### src/rtl/sda_lc_pkg.sv
package sda_lc_pkg;

    // Width of the delay-step field inside the line-control value.
    localparam int unsigned DLY_W = 2;
    // Full line-control width: delay field plus the filter enable bit.
    localparam int unsigned LC_W  = DLY_W + 1;

    typedef struct packed {
        logic             flt_en;
        logic [DLY_W-1:0] dly;
    } lc_cfg_t;

    // Number of system clocks a delay-step value stands for.
    function automatic int unsigned dly_ticks(input logic [DLY_W-1:0] d,
                                              input int unsigned      step);
        return 32'(d) * step;
    endfunction

endpackage

### src/rtl/sda_lc_cfg.sv
module sda_lc_cfg
    import sda_lc_pkg::*;
(
    input  logic            clk,
    input  logic            rst,
    input  logic            we,
    input  logic [LC_W-1:0] wdata,
    output lc_cfg_t         cfg
);

    always_ff @(posedge clk) begin
        if (rst) begin
            cfg <= '0;
        end else if (we) begin
            cfg <= lc_cfg_t'(wdata);
        end
    end


    cfg_hold_chk: assert property (@(posedge clk) disable iff (rst)
        !we |=> $stable(cfg))
        else $error("line-control value changed without a write");

endmodule

### src/rtl/sda_out_delay.sv
module sda_out_delay
    import sda_lc_pkg::*;
#(
    parameter int unsigned STEP = 5
) (
    input  logic             clk,
    input  logic             rst,
    input  logic [DLY_W-1:0] dly,
    input  logic             req,
    input  logic             scl,
    output logic             drv_out
);

    localparam int unsigned MAXT  = STEP * ((1 << DLY_W) - 1);
    localparam int unsigned CNT_W = (MAXT > 2) ? $clog2(MAXT) : 1;

    logic             scl_q;
    logic             fall;
    logic             hold;
    logic [CNT_W-1:0] cnt;
    logic [CNT_W-1:0] load_v;

    assign fall   = scl_q & ~scl;
    // The fall edge itself is the first held edge, so load one less.
    assign load_v = (dly == '0) ? '0 : CNT_W'(dly_ticks(dly, STEP) - 1);
    assign hold   = (fall && (dly != '0)) || (cnt != '0);

    always_ff @(posedge clk) begin
        if (rst) begin
            scl_q   <= 1'b1;
            cnt     <= '0;
            drv_out <= 1'b0;
        end else begin
            scl_q <= scl;
            if (fall) begin
                cnt <= load_v;
            end else if (cnt != '0) begin
                cnt <= cnt - 1'b1;
            end
            if (!hold) begin
                drv_out <= req;
            end
        end
    end


    fall_freezes_chk: assert property (@(posedge clk) disable iff (rst)
        (fall && (dly != '0)) |=> $stable(drv_out))
        else $error("drive changed on a delayed SCL fall");


    hold_while_counting_chk: assert property (@(posedge clk) disable iff (rst)
        (cnt != '0) |=> $stable(drv_out))
        else $error("drive changed while hold-off counting");


    zero_delay_follow_chk: assert property (@(posedge clk) disable iff (rst)
        ((dly == '0) && (cnt == '0)) |=> (drv_out == $past(req)))
        else $error("zero-delay drive did not follow request");


    cnt_bound_chk: assert property (@(posedge clk) disable iff (rst)
        cnt <= CNT_W'(MAXT - 1))
        else $error("hold-off counter above largest setting");

endmodule

### src/rtl/sda_in_filter.sv
module sda_in_filter #(
    parameter int unsigned FLT_LEN = 3
) (
    input  logic clk,
    input  logic rst,
    input  logic en,
    input  logic pad,
    output logic smp
);

    localparam int unsigned HW = (FLT_LEN > 1) ? FLT_LEN - 1 : 1;

    logic [HW-1:0] hist;
    logic [HW:0]   win;

    assign win = {hist, pad};

    always_ff @(posedge clk) begin
        if (rst) begin
            hist <= '1;
            smp  <= 1'b1;
        end else begin
            hist <= win[HW-1:0];
            if (!en) begin
                smp <= pad;
            end else if (&win) begin
                smp <= 1'b1;
            end else if (~|win) begin
                smp <= 1'b0;
            end
        end
    end


    flt_agree_chk: assert property (@(posedge clk) disable iff (rst)
        ($past(en) && (smp != $past(smp))) |-> (hist == {HW{smp}}))
        else $error("filtered sample moved without agreeing history");


    raw_follow_chk: assert property (@(posedge clk) disable iff (rst)
        !en |=> (smp == $past(pad)))
        else $error("unfiltered sample did not follow pad");

endmodule

### src/rtl/sda_line_cond.sv
module sda_line_cond
    import sda_lc_pkg::*;
#(
    parameter int unsigned STEP    = 5,
    parameter int unsigned FLT_LEN = 3
) (
    input  logic            clk,
    input  logic            rst,
    input  logic            lc_we,
    input  logic [LC_W-1:0] lc_wdata,
    input  logic            sda_drv_req,
    input  logic            scl_in,
    input  logic            sda_pad_in,
    output logic            sda_drv_out,
    output logic            sda_smp_out
);

    lc_cfg_t cfg;

    sda_lc_cfg u_cfg (
        .clk   (clk),
        .rst   (rst),
        .we    (lc_we),
        .wdata (lc_wdata),
        .cfg   (cfg)
    );

    sda_out_delay #(.STEP(STEP)) u_dly (
        .clk     (clk),
        .rst     (rst),
        .dly     (cfg.dly),
        .req     (sda_drv_req),
        .scl     (scl_in),
        .drv_out (sda_drv_out)
    );

    sda_in_filter #(.FLT_LEN(FLT_LEN)) u_flt (
        .clk (clk),
        .rst (rst),
        .en  (cfg.flt_en),
        .pad (sda_pad_in),
        .smp (sda_smp_out)
    );


    reset_state_chk: assert property (@(posedge clk)
        rst |=> (!sda_drv_out && sda_smp_out))
        else $error("outputs not at reset state");

endmodule

### config.mk
export PLATFORM = sky130hd
export DESIGN_NAME = sda_line_cond
export DESIGN_NICKNAME = d
export VERILOG_FILES = /design/src/rtl/sda_lc_pkg.sv /design/src/rtl/sda_lc_cfg.sv /design/src/rtl/sda_out_delay.sv /design/src/rtl/sda_in_filter.sv /design/src/rtl/sda_line_cond.sv
export SDC_FILE = /design/constraint.sdc
export NUM_CORES = 1
export LEC_CHECK = 0
export ABC_AREA = 1
export BUFFER_PORTS_ARGS = -buffer_cell sky130_fd_sc_hd__buf_2
export CORE_AREA = 5 5 42 44
export DETAILED_ROUTE_END_ITERATION = 6
export DIE_AREA = 0 0 47 49
export PLACE_DENSITY = 0.66
export SLEW_MARGIN = 15
export SYNTH_ARGS = -nofsm -noshare
export SYNTH_HDL_FRONTEND = slang
export SYNTH_HIERARCHICAL = 1
export SYNTH_SLANG_ARGS = --single-unit
### constraint.sdc
create_clock -name clk -period 1.75 [get_ports clk]
set_clock_uncertainty 0.1 [all_clocks]
set_input_delay 0.525 -clock clk [delete_from_list [all_inputs] [get_ports clk]]
set_output_delay 0.525 -clock clk [all_outputs]
set_load 0.01 [all_outputs]
==> summary.txt <==
Yosys
  – Largest cells by area after synthesis: dfxtp_1 (41%), nand2_1 (19%), inv_1 (11%)
  – Most area-hungry cell type in the Yosys netlist: dfxtp_1
  – Top-area cell type share of the netlist area: 40.51%
  – Primary FF master, synth: dfxtp_1
  – Count leader, synth: nand2_1
  – Post-synthesis sequential area ratio: 40.51%
  – List of most frequent post-synthesis cells: nand2_1 (30), inv_1 (17), nor2_1 (14), dfxtp_1 (12), nand3_1 (4)
  – Syn_nets: 102
  – Seq cells post-synth: 12
  – Average size of a mapped cell: 6.517 um2
  – Mux share of post-synthesis cell area: 0%
  – Synth warnings: 6
  – Post-synth ARST share: 0%
  – Simple-gate share of the synthesized area: 38.19%
  – Compound-Gate Fraction of Synth Area: 4.219%
  – Largest family of logic cells by synthesized area: simple AND/OR/NAND/NOR gates
  – Synth Area in Adders: 4.219%
  – Library cells used by synthesis: 13
  – Mapped Area: 593.1 um2
  – XOR/XNOR Fraction of Synth Area: 1.477%
  – Post-synth EDFFs: 0
  – Mapped Cells: 91

Route
  – Routed len/inst: 8.198 um
  – Final antenna-violating net count: 0
  – # DRC: 0
  – Vias: 542
  – Vias/cell: 4.479
  – Drt first pass iters: 4
  – DR iter-0 viols: 7
  – Routed WL: 992 um

Run
  – Max-capacitance violation count: 0

Global routing
  – Gr usage total: 10.68%
  – Largest net degree at the start of global routing: 8
  – Global-route wire length before repair: 1794 um
  – Initial antenna violation count: 0
  – Number of global-route vias before repair: 467
  – GR Overflow Total: 0

Critical path
  – Critical path fanouts, max: 2
  – Buf+Inv Stages, Crit Path: 1
  – FF-to-FF End: u_dly/cnt[1]
  – CP arrival: 0.74 ns
  – Critical path type: flop to primary output
  – Worst r2r src: u_dly/cnt[0]
  – Crit path capture type: primary output
  – Worst Reg2Reg Path Length in Cells: 7
  – Startpoint types: flop
  – CP max stage delay: 0.34 ns
  – Worst path depth: 1
  – Slowest CP cell: dfxtp_1
  – Sequence of cells on the critical path: buf_2
  – Crit path from: u_dly/drv_out
  – Worst Setup EP: sda_drv_out
  – Required @ worst endpoint: 1.12 ns
  – CP top delay family: flip-flops
  – FF-to-FF setup slack: 0.49 ns

Finish
  – Sequential cell area: 240.2 um2
  – Layout cells sized above 1: 18.10%
  – Fill cells: 161
  – Area Growth Syn to Fin: 17.93%
  – Multi-input gate area: 285.3 um2
  – Fin util: 49.91%
  – Net count, final: 117
  – ANT cells: 0

Clock network
  – Post-CTS resize count: 0
  – Clock Sinks: 12
  – CTS tree: done
  – Num CTS Buffers: 3
  – CTS Root Cell: clkbuf_4
  – Post-CTS Setup Bufs: 0
  – Clk Latency, worst-skew pair: 0.27 ns
  – Post-cts hold buffer count: 0
  – Deepest clock path buffer count: 2
  – CTS clk-pin slew, worst paths: 0.07 ns
  – H-tree depth: 1

Placed design
  – IO buf count: 10
  – Routability Congestion: 0.7913
  – Dpl ws: 0.4494 ns
  – Post-DP HPWL: 817.4 um

Floorplan
  – DIE AREA: 0.002303 mm2
  – Initial core utilization: 42.32%
  – Num ports: 11
  – Rows: 14
  – Area of the core: 0.001401 mm2
  – Chip width: 47 um
  – Die height: 49 um

Power and ir drop
  – Post-layout power: 0.8482 mW
  – P_int: 0.5577 mW
  – PD cells: 1213 mW/mm2
  – Sequential Power Share: 41.3%
  – Logic pwr share: 33.2%
  – Sw power: 0.2905 mW
  – Peak supply drop: 0.5655 mV
  – Switching share of power: 34.25%
  – Clock share of power: 25.5%
  – LEAKAGE: 0.3915 nW

STA
  – Fin Hold WS: 0.3596 ns
  – Final hold viol count: 0
  – Min Tclk post-route: 1.363 ns
  – Achievable frequency: 0.7339 GHz
  – Slew Limit Fails: 0
  – Slew HR: 86.13%
  – Worst-Margin Slew: 0.2059 ns
  – Setup violations, final: 0
  – Tcrit/Tclk final: 77.87%
  – Post-route setup TNS: 0 ns
  – Unrepaired setup endpoints after global routing: no
  – Worst setup margin: 0.3874 ns

Run status
  – Status: finished, final reports clean

Min path
  – Hold Path Class: primary input to flop
  – Hold Startpoint: sda_pad_in
==> power groups by stage <==
stage / logic [mW] / registers (mW) / clock network [mW]
floorplan: 0.219 / 0.355 / 0
global placement: 0.286 / 0.356 / 0
detailed placement: 0.281 / 0.358 / 0
CTS: 0.283 / 0.351 / 0.228
global route: 0.331 / 0.359 / 0.239
finish: 0.281 / 0.350 / 0.217
==> metrics by stage <==
| stage | instance area (um2) | cells |
|---|---|---|
| floorplan | 593.1 | 91 |
| global placement | 663.1 | 117 |
| detailed placement | 663.1 | 117 |
| CTS | 699.4 | 121 |
| global route | 699.4 | 121 |
| finish | 699.4 | 121 |
==> layer usage <==
| metal | wire length [um] | up-vias | track usage (%) | part of all wire [%] |
|---|---|---|---|---|
| li1 | - | 295 | - | - |
| met1 | 452 | 237 | 13.14 | 46 |
| met2 | 492 | 8 | 15.38 | 50 |
| met3 | 34 | 2 | 2.214 | 3.4 |
| met4 | 13 | 0 | 8.295 | 1.3 |
| met5 | 0 | - | 0 | 0 |
==> registers in the layout, summed over array words and instances (netlist names) <==
| signal | count |
|---|---|
| u_flt/smp | 1 |
| u_cfg/cfg | 3 |
| u_dly/scl_q | 1 |
| u_dly/cnt | 4 |
| u_dly/drv_out | 1 |
| u_flt/hist | 2 |
==> worst min path at each step <==
stage / depth (start not counted) / slack [ns] / endpoint
5_1_grt: 3 / 0.37 / u_flt/hist[0]
3_3_place_gp: 1 / 0.34 / u_flt/hist[1]
6_report: 3 / 0.36 / u_flt/hist[0]
2_1_floorplan: 1 / 0.33 / u_flt/hist[1]
4_1_cts: 3 / 0.35 / u_flt/hist[0]
3_5_place_dp: 1 / 0.36 / u_flt/hist[1]
==> layout make-up <==
type / instances / share of cell area (%)
Multi-Input combinational cell: 61 / 40.79
Inverter: 18 / 9.660
Clock buffer: 4 / 5.188
Timing Repair Buffer: 10 / 7.156
Tap cell: 16 / 2.862
Sequential cell: 12 / 34.35
==> cell usage in the layout (no fill, tap or decap) <==
cell type and n:
a21oi_1 3, nand2_1 30, o21ai_0 2, or2_1 1, inv_1 17, dfxtp_1 12
nand3_1 4, xor2_1 1, clkbuf_8 1, inv_2 1, buf_2 10, clkbuf_4 3
nor2_4 2, nand2_2 2, nor2_1 14, ha_1 2
==> kinds of logic after synthesis <==
logic type,after synthesis
xor+xnor,1
flops,12
buf+inv,18
simple gates,53
compound gates,5
fa+ha+maj,2
No activity file was read; power rests on OpenSTA's default activity.
